**config.mk**
```make
export PLATFORM = sky130hd
export DESIGN_NAME = immlog_exec
export DESIGN_NICKNAME = d
export VERILOG_FILES = /design/src/rtl/immlog_pkg.sv /design/src/rtl/immlog_decode.sv /design/src/rtl/immlog_imm.sv /design/src/rtl/immlog_cond.sv /design/src/rtl/immlog_alu.sv /design/src/rtl/immlog_exec.sv
export SDC_FILE = /design/constraint.sdc
export NUM_CORES = 1
export LEC_CHECK = 0
export BUFFER_PORTS_ARGS = -buffer_cell sky130_fd_sc_hd__buf_2
export CAP_MARGIN = 20
export CELL_PAD_IN_SITES_DETAIL_PLACEMENT = 2
export CELL_PAD_IN_SITES_GLOBAL_PLACEMENT = 2
export CORE_ASPECT_RATIO = 0.8
export CORE_MARGIN = 1.5
export CORE_UTILIZATION = 33
export DETAILED_ROUTE_END_ITERATION = 7
export PLACE_DENSITY_LB_ADDON = 0.1
export SLEW_MARGIN = 20
export SYNTH_ARGS = -nofsm -noshare
export SYNTH_HDL_FRONTEND = slang
export SYNTH_SLANG_ARGS = --single-unit
```
**constraint.sdc**
```tcl
create_clock -name clk -period 8.2 [get_ports clk]
set_clock_uncertainty 0.15 [all_clocks]
set_input_delay 1.23 -clock clk [delete_from_list [all_inputs] [get_ports clk]]
set_output_delay 1.23 -clock clk [all_outputs]
set_load 0.02 [all_outputs]
```
**src/rtl/immlog_pkg.sv**
```systemverilog
package immlog_pkg;
  localparam int INSN_W  = 32;
  localparam int IDX_W   = 5;
  localparam int IMM_W   = 21;
  localparam int SHAMT   = 11;
  localparam int PERM_W  = IMM_W * IDX_W;

  localparam logic [5:0] OPC_UPADD = 6'h0A;
  localparam logic [5:0] OPC_LOGIC = 6'h02;

  typedef enum logic [1:0] {
    OP_NONE,
    OP_UPADD,
    OP_AND,
    OP_ANDNOT
  } op_e;

  typedef struct packed {
    op_e              op;
    logic [IDX_W-1:0] idx_a;
    logic [IDX_W-1:0] idx_b;
    logic [IDX_W-1:0] dest;
    logic [IMM_W-1:0] imm_raw;
    logic [2:0]       cond;
    logic             inv;
    logic             wide;
  } dec_t;

  function automatic logic [PERM_W-1:0] identity_perm();
    logic [PERM_W-1:0] p;
    for (int i = 0; i < IMM_W; i++) p[i*IDX_W +: IDX_W] = IDX_W'(i);
    return p;
  endfunction
endpackage

```
**src/rtl/immlog_decode.sv**
```systemverilog
module immlog_decode
  import immlog_pkg::*;
(
  input  logic [INSN_W-1:0] insn,
  output dec_t              dec
);
  logic [5:0] opc;
  logic       ext_ok;

  assign opc    = insn[31:26];
  assign ext_ok = (insn[11:10] == 2'b00) && !insn[8] && (insn[7:6] == 2'b00);

  always_comb begin
    dec = '0;
    if (opc == OPC_UPADD)                dec.op = OP_UPADD;
    else if (opc == OPC_LOGIC && ext_ok) dec.op = insn[9] ? OP_AND : OP_ANDNOT;
    else                                 dec.op = OP_NONE;
    dec.idx_a   = (opc == OPC_UPADD) ? insn[25:21] : insn[20:16];
    dec.idx_b   = insn[25:21];
    dec.dest    = (opc == OPC_UPADD) ? IDX_W'(1) : insn[4:0];
    dec.imm_raw = insn[20:0];
    dec.cond    = insn[15:13];
    dec.inv     = insn[12];
    dec.wide    = insn[5];
  end
endmodule

```
**src/rtl/immlog_imm.sv**
```systemverilog
module immlog_imm
  import immlog_pkg::*;
#(
  parameter int                XLEN     = 64,
  parameter logic [PERM_W-1:0] IMM_PERM = immlog_pkg::identity_perm()
) (
  input  logic [IMM_W-1:0] raw,
  output logic [XLEN-1:0]  value
);
  localparam int EXT_W = XLEN - IMM_W - SHAMT;

  logic [IMM_W-1:0] asm_imm;

  for (genvar i = 0; i < IMM_W; i++) begin : g_perm
    assign asm_imm[i] = raw[IMM_PERM[i*IDX_W +: IDX_W]];
  end

  assign value = {{EXT_W{asm_imm[IMM_W-1]}}, asm_imm, {SHAMT{1'b0}}};
endmodule

```
**src/rtl/immlog_cond.sv**
```systemverilog
module immlog_cond #(
  parameter int XLEN = 64
) (
  input  logic [XLEN-1:0] val,
  input  logic [2:0]      cond,
  input  logic            inv,
  input  logic            wide,
  output logic            hit
);
  localparam int HALF = XLEN / 2;

  logic lo_zero, hi_zero, is_zero, base;

  assign lo_zero = ~|val[HALF-1:0];
  assign hi_zero = ~|val[XLEN-1:HALF];
  assign is_zero = wide ? (lo_zero & hi_zero) : lo_zero;

  always_comb begin
    unique case (cond)
      3'd1:    base = is_zero;
      3'd2:    base = !is_zero;
      default: base = 1'b0;
    endcase
  end

  assign hit = base ^ inv;
endmodule

```
**src/rtl/immlog_alu.sv**
```systemverilog
module immlog_alu
  import immlog_pkg::*;
#(
  parameter int                XLEN     = 64,
  parameter logic [PERM_W-1:0] IMM_PERM = immlog_pkg::identity_perm()
) (
  input  dec_t              dec,
  input  logic [XLEN-1:0]   opa_raw,
  input  logic [XLEN-1:0]   opb_raw,
  output logic              wr_en,
  output logic [IDX_W-1:0]  wr_idx,
  output logic [XLEN-1:0]   wr_data,
  output logic              nullify
);
  logic [XLEN-1:0] opa, opb, imm_val, res;
  logic            hit, is_logic;

  assign opa = (dec.idx_a == '0) ? '0 : opa_raw;
  assign opb = (dec.idx_b == '0) ? '0 : opb_raw;

  immlog_imm #(.XLEN(XLEN), .IMM_PERM(IMM_PERM)) u_imm (
    .raw   (dec.imm_raw),
    .value (imm_val)
  );

  always_comb begin
    unique case (dec.op)
      OP_UPADD:  res = opa + imm_val;
      OP_AND:    res = opa & opb;
      OP_ANDNOT: res = opa & ~opb;
      default:   res = '0;
    endcase
  end

  immlog_cond #(.XLEN(XLEN)) u_cond (
    .val  (res),
    .cond (dec.cond),
    .inv  (dec.inv),
    .wide (dec.wide),
    .hit  (hit)
  );

  assign is_logic = (dec.op == OP_AND) || (dec.op == OP_ANDNOT);
  assign nullify  = is_logic && hit;
  assign wr_en    = (dec.op != OP_NONE) && (dec.dest != '0);
  assign wr_idx   = dec.dest;
  assign wr_data  = res;
endmodule

```
**src/rtl/immlog_exec.sv**
```systemverilog
module immlog_exec
  import immlog_pkg::*;
#(
  parameter int                XLEN     = 64,
  parameter logic [PERM_W-1:0] IMM_PERM = immlog_pkg::identity_perm()
) (
  input  logic              clk,
  input  logic              rst_n,
  input  logic              in_valid,
  output logic              in_ready,
  input  logic [INSN_W-1:0] in_insn,
  input  logic [XLEN-1:0]   in_opa,
  input  logic [XLEN-1:0]   in_opb,
  output logic [IDX_W-1:0]  rd_idx_a,
  output logic [IDX_W-1:0]  rd_idx_b,
  output logic              out_valid,
  input  logic              out_ready,
  output logic              out_wr_en,
  output logic [IDX_W-1:0]  out_wr_idx,
  output logic [XLEN-1:0]   out_wr_data,
  output logic              out_nullify
);
  dec_t             dec;
  logic             alu_wr_en, alu_nul, take;
  logic [IDX_W-1:0] alu_wr_idx;
  logic [XLEN-1:0]  alu_wr_data;

  immlog_decode u_dec (
    .insn (in_insn),
    .dec  (dec)
  );

  assign rd_idx_a = dec.idx_a;
  assign rd_idx_b = dec.idx_b;

  immlog_alu #(.XLEN(XLEN), .IMM_PERM(IMM_PERM)) u_alu (
    .dec     (dec),
    .opa_raw (in_opa),
    .opb_raw (in_opb),
    .wr_en   (alu_wr_en),
    .wr_idx  (alu_wr_idx),
    .wr_data (alu_wr_data),
    .nullify (alu_nul)
  );

  assign in_ready = !out_valid || out_ready;
  assign take     = in_valid && in_ready;

  always_ff @(posedge clk or negedge rst_n) begin
    if (!rst_n) begin
      out_valid   <= 1'b0;
      out_wr_en   <= 1'b0;
      out_wr_idx  <= '0;
      out_wr_data <= '0;
      out_nullify <= 1'b0;
    end else if (take) begin
      out_valid   <= 1'b1;
      out_wr_en   <= alu_wr_en;
      out_wr_idx  <= alu_wr_idx;
      out_wr_data <= alu_wr_data;
      out_nullify <= alu_nul;
    end else if (out_ready) begin
      out_valid   <= 1'b0;
    end
  end

  assert_accept_R1: assert property (@(posedge clk) disable iff (!rst_n)
    (in_valid && in_ready) |=> out_valid);

  assert_stall_hold_R1: assert property (@(posedge clk) disable iff (!rst_n)
    (out_valid && !out_ready) |=> (out_valid && $stable(out_wr_en) && $stable(out_wr_idx)
                                   && $stable(out_wr_data) && $stable(out_nullify)));

  assert_upadd_dest_R4: assert property (@(posedge clk) disable iff (!rst_n)
    (in_valid && dec.op == OP_UPADD) |-> (alu_wr_en && alu_wr_idx == IDX_W'(1) && !alu_nul));

  assert_never_cond_R6: assert property (@(posedge clk) disable iff (!rst_n)
    (in_valid && (dec.op == OP_AND || dec.op == OP_ANDNOT) && dec.cond == 3'd0 && !dec.inv)
      |-> !alu_nul);

  assert_no_r0_write_R8: assert property (@(posedge clk) disable iff (!rst_n)
    (out_valid && out_wr_en) |-> (out_wr_idx != '0));
endmodule

```
==> results.md, run 1 <==
* First-pass GRT wire length at 85,900 microns
* Skew-Pair Late Insertion Delay at 0.34 ns
* Mapped Cells at 1,492
* Chip width at 201 microns
* Worst-path clk slew at 0.06 ns
* Final Wtd Congestion at 0.911
* Number of max-cap violations at 0
* Cts hold-fix bufs at 0
* CTS tree: built
* Gr ovfl total at 0
* Status: finished clean
* Worst Setup EP: out_nullify
* Area Overhead vs Synth at 16.7%
* Final hold vios at 0
* Tot Pwr at 1.39 mW
* Post-route DRC at 0
* Worst path required time at 8.28 ns
* DR top layer: met4
* CORE AREA at 0.0307 sq mm
* Critical Path AT at 7.31 ns
* DP Area at 0.0118 sq mm
* Ys flop type: dfrtp_1
* Register area share after synthesis at 0.174
* Cell Count Post-Placement at 2,048
* Worst hold slack at 0.323 ns
* Filler cells at 3,727
* Initial core utilization at 0.338
* Antenna-violating nets left at 0
* P_leak at 5.24 nW
* Crit path capture type: register
* Layout Cells excl Fill at 2,064
* Rel. slew slack at 0.322
* Largest net degree at the start of global routing at 100
* RSZ-0062 raised after global routing: no
* Final HPWL DP at 43,200 microns
* Fin crit share at 0.882
* Min-delay worst type: reg -> reg
* Root buffer cell: clkbuf_16
* Worst Tran Pin Value at 1.02 ns
* Synthesized cell area at 0.0104 sq mm
* Final setup fails at 0
* Vias per cell at 6.35
* Post-route minimum period at 7.23 ns
* CP Launch Point: in_insn[23]
* DRT iter0 DRCs at 1,275
* Port buffer count at 246
* Async SR Flop Fraction at 1.00
* CP Launch Type: input pin
* Worst-case vdd ir drop at 0.108 mV
* Number of I/O pins at 247
* Total CTS buffers at 9
* Final antenna diode count at 0
* Row count at 57
* PwrDens at 115 mW/mm^2
* Via count at 13,100
* Worst Reg-to-Reg Cells at 6
* # H-tree levels at 3
* Met2 wire length at 24,100 microns
* Drt pass-1 iters at 5
* Final slew viol count at 0
* Final nets at 1,828
* Number of synthesized flops with an enable pin at 0
* Final WL at 56,300 microns
* R2R setup slack at 6.00 ns
* Reg2reg end: out_nullify
* Setup TNS at 0 ns
* Sink Count at 72
* GR Util All Layers at 0.343
* Post-CTS sizing at 0
* Syn_area_per_cell at 6.95 sq um
* Warnings from Yosys at 0
* Wire per inst at 27.3 microns
* #FFs+latches synth at 72
* Setup bufs post-CTS at 0
* Worst Setup Path Type: in -> reg
* Finished Cell Area at 0.0121 sq mm
* FF-to-FF Start: out_valid
* Post-Route M1 WL at 26,900 microns
* Die ar. at 0.0325 sq mm
* Antenna violations before repair at 0
* Die extent in y at 162 microns
* Synth Net Count at 1,674
* Longest Clk Path Bufs at 2
* WL met3 at 4060 microns
* Fmax at 0.138 GHz
* Synth cell types at 100
* Critical-path maximum fanout at 6
* Share of cells above drive strength 1 at 0.208
* Vias in the first global route at 13,300
where the power goes:
part / switching [mW] / internal [mW] / leakage (nW)
Sequential: 0.0108 / 0.371 / 0.965
Clock: 0.179 / 0.208 / 0.129
Combinational: 0.412 / 0.209 / 4.15
how the worst min path moves through the flow:
stage	cells after the start	from	slack, ns	end
4_1_cts	2	out_wr_idx[4]	0.33	out_wr_idx[4]
6_report	2	out_wr_data[21]	0.32	out_wr_data[21]
5_1_grt	2	out_wr_data[55]	0.35	out_wr_data[55]
3_5_place_dp	2	out_wr_idx[4]	0.31	out_wr_idx[4]
2_1_floorplan	2	out_wr_data[41]	0.43	out_wr_data[41]
3_3_place_gp	2	out_wr_data[41]	0.30	out_wr_data[41]
stage by stage:
step,utilization,setup slack [ns]
3_3_place_gp,0.386,0.937
5_1_grt,0.395,0.720
2_1_floorplan,-,0.881
3_5_place_dp,0.386,0.806
6_report,0.395,0.967
4_1_cts,0.395,1.10
routing by layer:
layer	vias to the layer above	track usage
met2	596	0.514
met3	65	0.0404
li1	5785	-
met1	6661	0.516
met4	0	0.0892
met5	-	0
final cells by class:
type | count | area, sq um | share of cell area
tap | 413 | 517 | 0.0427
clock inverter | 7 | 53.8 | 0.00445
clock buffer | 9 | 225 | 0.0186
multi-input combinational | 1268 | 7950 | 0.657
inverter | 17 | 65.1 | 0.00538
sequential | 72 | 1800 | 0.149
timing repair buffer | 278 | 1490 | 0.123
cell usage after synthesis (7+ instances only):
cell       count  share of area
a22o_1         8         0.0068
o21ai_1       11         0.0053
nor2b_1       16         0.0097
nor2_1       100          0.036
buf_2         17         0.0082
o211ai_1      24          0.017
a211oi_1      18          0.013
nand4_1       13         0.0078
and3_1        19          0.011
inv_1         16         0.0058
o21a_1         8         0.0058
a21o_1        21          0.015
a31oi_1       37          0.022
ha_1          17          0.021
dfrtp_1       72           0.17
a32oi_1       22          0.019
o22ai_1       11         0.0066
nand2b_1      18          0.011
o21ai_0       96          0.046
nand3_1       70          0.034
nor3_1        26          0.013
nor4_1        16         0.0097
nand2_1      275           0.10
clkbuf_1      88          0.032
o32ai_1        7         0.0059
o2111ai_1      7         0.0059
xnor2_1       99          0.084
o21bai_1      13         0.0094
a21oi_1       70          0.034
a311oi_1       7         0.0059
buf_1         20         0.0072
a221oi_1       8         0.0068
or4_1          8         0.0058
and2_1        33          0.020
o31a_1         7         0.0059
a22oi_1       12         0.0087
a32o_1         9         0.0087
or3_1         14         0.0084
o31ai_1       12         0.0087
xor2_1        20          0.017
layout by cell type, fill, tap and decap left out, types with 9 or more instances in the layout:
master,n
a211oi_1,18
a21o_1,21
a21oi_1,70
a22oi_1,12
a31oi_1,37
a32o_1,9
a32oi_1,22
and2_1,32
and3_1,19
buf_2,245
buf_4,32
clkbuf_16,9
dfrtp_1,72
ha_1,17
inv_1,16
nand2_1,272
nand2b_1,18
nand3_1,70
nand4_1,13
nor2_1,99
nor2b_1,16
nor3_1,26
nor4_1,16
o211ai_1,24
o21ai_0,96
o21ai_1,11
o21bai_1,13
o22ai_1,11
o31ai_1,12
or3_1,14
xnor2_1,99
xor2_1,20
logic make-up (layout without fill, tap and decap cells):
kind of cell | Yosys count | after routing | share of synthesized area
DFF | 72 | 72 | 0.174
and+or+nand+nor | 643 | 643 | 0.299
xor gates and xnor gates | 119 | 119 | 0.101
muxes | 8 | 8 | 0.00905
buffers and inverters | 152 | 311 | 0.0622
AOI/OAI and AO/OA | 475 | 475 | 0.328
adders and majority gates | 23 | 23 | 0.0273
registers in the layout, indices dropped and copies added (netlist names):
name	flops
out_wr_data	64
out_wr_idx	5
out_nullify	1
out_valid	1
out_wr_en	1
critical path, cell delays in order:
cell       delay (ns)
buf_2            0.13
nor4_4           0.72
and2_1           0.30
a21oi_4          0.11
and2_1           0.18
ha_1             0.23
fa_1             0.48
a21oi_1          0.20
nor3b_1          0.08
o22ai_1          0.15
o21ai_1          0.17
a31oi_1          0.48
nor2_1           0.11
o2111ai_1        0.20
o311ai_0         0.27
nor4_1           0.47
and4_1           0.36
nand3_1          0.10
and4b_1          0.27
nand4bb_1        0.14
o31a_1           0.32
o31ai_1          0.24
or3b_1           0.36
Note: power is estimated with default switching activity, not from simulation.
==> inputs of run 2 (changes only) <==
--- a/config.mk
+++ b/config.mk
@@ -14,6 +14,7 @@
 export CORE_UTILIZATION = 33
 export DETAILED_ROUTE_END_ITERATION = 7
 export PLACE_DENSITY_LB_ADDON = 0.1
+export RECOVER_POWER = 25
 export SLEW_MARGIN = 20
 export SYNTH_ARGS = -nofsm -noshare
 export SYNTH_HDL_FRONTEND = slang
==> results.md, run 2 (same netlist as run 1, synthesis figures left out) <==
* Row count at 57 (unchanged)
* Sink Count at 72 (unchanged)
* Final Wtd Congestion at 0.911 (unchanged)
* Reg2reg end: out_nullify
* Number of max-cap violations at 1 (+1)
* Fin crit share at 0.882 (about the same)
* Final antenna diode count at 0 (unchanged)
* Hold path start: out_wr_data[21]
* Initial core utilization at 0.338 (unchanged)
* Longest Clk Path Bufs at 2 (unchanged)
* PwrDens at 115 mW/mm^2 (about the same)
* Fmax at 0.138 GHz (about the same)
* Post-route DRC at 0 (unchanged)
* Chip width at 201 microns (unchanged)
* Most frequent cells in the layout: 272 x nand2_1, 245 x buf_2, 99 x nor2_1, 99 x xnor2_1, 96 x o21ai_0
* Biggest register: out_wr_data
* First-pass GRT wire length at 85,900 microns (unchanged)
* Antenna-violating nets left at 0 (unchanged)
* Total CTS buffers at 9 (unchanged)
* Die ar. at 0.0325 sq mm (unchanged)
* Vias per cell at 6.35 (about the same)
* Vias in the first global route at 13,300 (unchanged)
* CP Launch Type: input pin
* Final nets at 1,828 (unchanged)
* GR Util All Layers at 0.343 (unchanged)
* # H-tree levels at 3 (unchanged)
* Worst-path clk slew at 0.06 ns (about the same)
* RSZ-0062 raised after global routing: no
* WHS Path Cells at 2 (unchanged)
* R2R setup slack at 6.00 ns (about the same)
* Worst Reg-to-Reg Cells at 6 (unchanged)
* Cell Count Post-Placement at 2,048 (unchanged)
* Most common cell after layout, fill and taps aside: nand2_1
* DRT iter0 DRCs at 1,275 (unchanged)
* Worst path required time at 8.28 ns (about the same)
* Min-delay worst type: reg -> reg
* Wire per inst at 27.3 microns (about the same)
* Final setup fails at 0 (unchanged)
* Skew-Pair Late Insertion Delay at 0.34 ns (about the same)
* Worst Tran Pin Value at 4.18 ns (+3.17 ns)
* Die extent in y at 162 microns (unchanged)
* Layout Cells excl Fill at 2,064 (unchanged)
* Post-route minimum period at 7.23 ns (-0.00158 ns)
* Via count at 13,100 (-0.023%)
* Antenna violations before repair at 0 (unchanged)
* Post-CTS sizing at 0 (unchanged)
* Root buffer cell: clkbuf_16
* Worst hold slack at 0.323 ns (unchanged)
* Worst-case vdd ir drop at 0.108 mV (about the same)
* Final WL at 56,300 microns (about the same)
* Largest net degree at the start of global routing at 100 (unchanged)
* Max reg flops at 64 (unchanged)
* Tot Pwr at 1.39 mW (about the same)
* Share of cells above drive strength 1 at 0.207 (-0.000606)
* Rel. slew slack at -1.79 (-2.11)
* Final HPWL DP at 43,200 microns (unchanged)
* FF-to-FF Start: out_valid
* Crit path capture type: register
* Port buffer count at 246 (unchanged)
* Critical-path maximum fanout at 6 (unchanged)
* Area Overhead vs Synth at 16.7% (about the same)
* Final hold vios at 0 (unchanged)
* CORE AREA at 0.0307 sq mm (unchanged)
* Cts hold-fix bufs at 0 (unchanged)
* Failing checks: capacitance limit, slew limit
* Number of I/O pins at 247 (unchanged)
* Worst Setup Path Type: in -> reg
* Final slew viol count at 73 (+73)
* Worst Hold Path EP: out_wr_data[21]
* Setup bufs post-CTS at 0 (unchanged)
* Drt pass-1 iters at 5 (unchanged)
* Setup TNS at 0 ns (unchanged)
* Status: finished, violations left
* P_leak at 5.24 nW (about the same)
* Critical Path AT at 7.31 ns (about the same)
* CTS tree: built
* Top Registers: out_wr_data x64, out_wr_idx x5
* Gr ovfl total at 0 (unchanged)
-- run 2: worst max path at each step --
stage,cells past startpoint,endpoint,start,slack [ns]
floorplan,28,out_nullify,in_insn[17],0.88
global route,23,out_nullify,in_insn[23],0.72
detailed placement,23,out_nullify,in_insn[23],0.81
finish,23,out_nullify,in_insn[23],0.97
CTS,23,out_nullify,in_insn[23],1.10
global placement,23,out_nullify,in_insn[23],0.94
-- run 2: per-layer routing --
metal | up-vias | global-route usage | share of wire
li1 | 5785 | - | -
met1 | 6648 | 0.516 | 0.47
met2 | 606 | 0.514 | 0.43
met3 | 65 | 0.0404 | 0.074
met4 | 0 | 0.0892 | 0.023
met5 | - | 0 | 0
-- run 2: where the power goes --
group / internal (mW) / total, mW / switching [mW]
Clock: 0.208 / 0.387 / 0.179
Combinational: 0.209 / 0.620 / 0.412
Sequential: 0.371 / 0.382 / 0.0108
Total: 0.787 / 1.39 / 0.601
-- run 2: cell type report --
class,instances,area [sq um]
clock buffers,9,225
well taps,413,517
fillers,3727,18600
flip-flops and latches,72,1800
multi-input cells,1268,7950
clock inverters,7,53.8
repair buffers,278,1480
inverters,17,65.1
-- run 2: critical path, cell delays in order --
cell and delay (ns):
buf_2 0.13, nor4_4 0.72, and2_1 0.30, a21oi_4 0.11, and2_1 0.18, ha_1 0.23
fa_1 0.48, a21oi_1 0.20, nor3b_1 0.08, o22ai_1 0.15, o21ai_1 0.17, a31oi_1 0.48
nor2_1 0.11, o2111ai_1 0.20, o311ai_0 0.27, nor4_1 0.47, and4_1 0.36, nand3_1 0.10
and4b_1 0.27, nand4bb_1 0.14, o31a_1 0.32, o31ai_1 0.24, or3b_1 0.36
-- run 2: metrics by stage --
stage / util / cell area, sq um / setup slack [ns]
global placement: 0.386 / 11800 / 0.937
CTS: 0.395 / 12100 / 1.10
detailed placement: 0.386 / 11800 / 0.806
floorplan: - / 10400 / 0.881
global route: 0.394 / 12100 / 0.720
finish: 0.394 / 12100 / 0.969
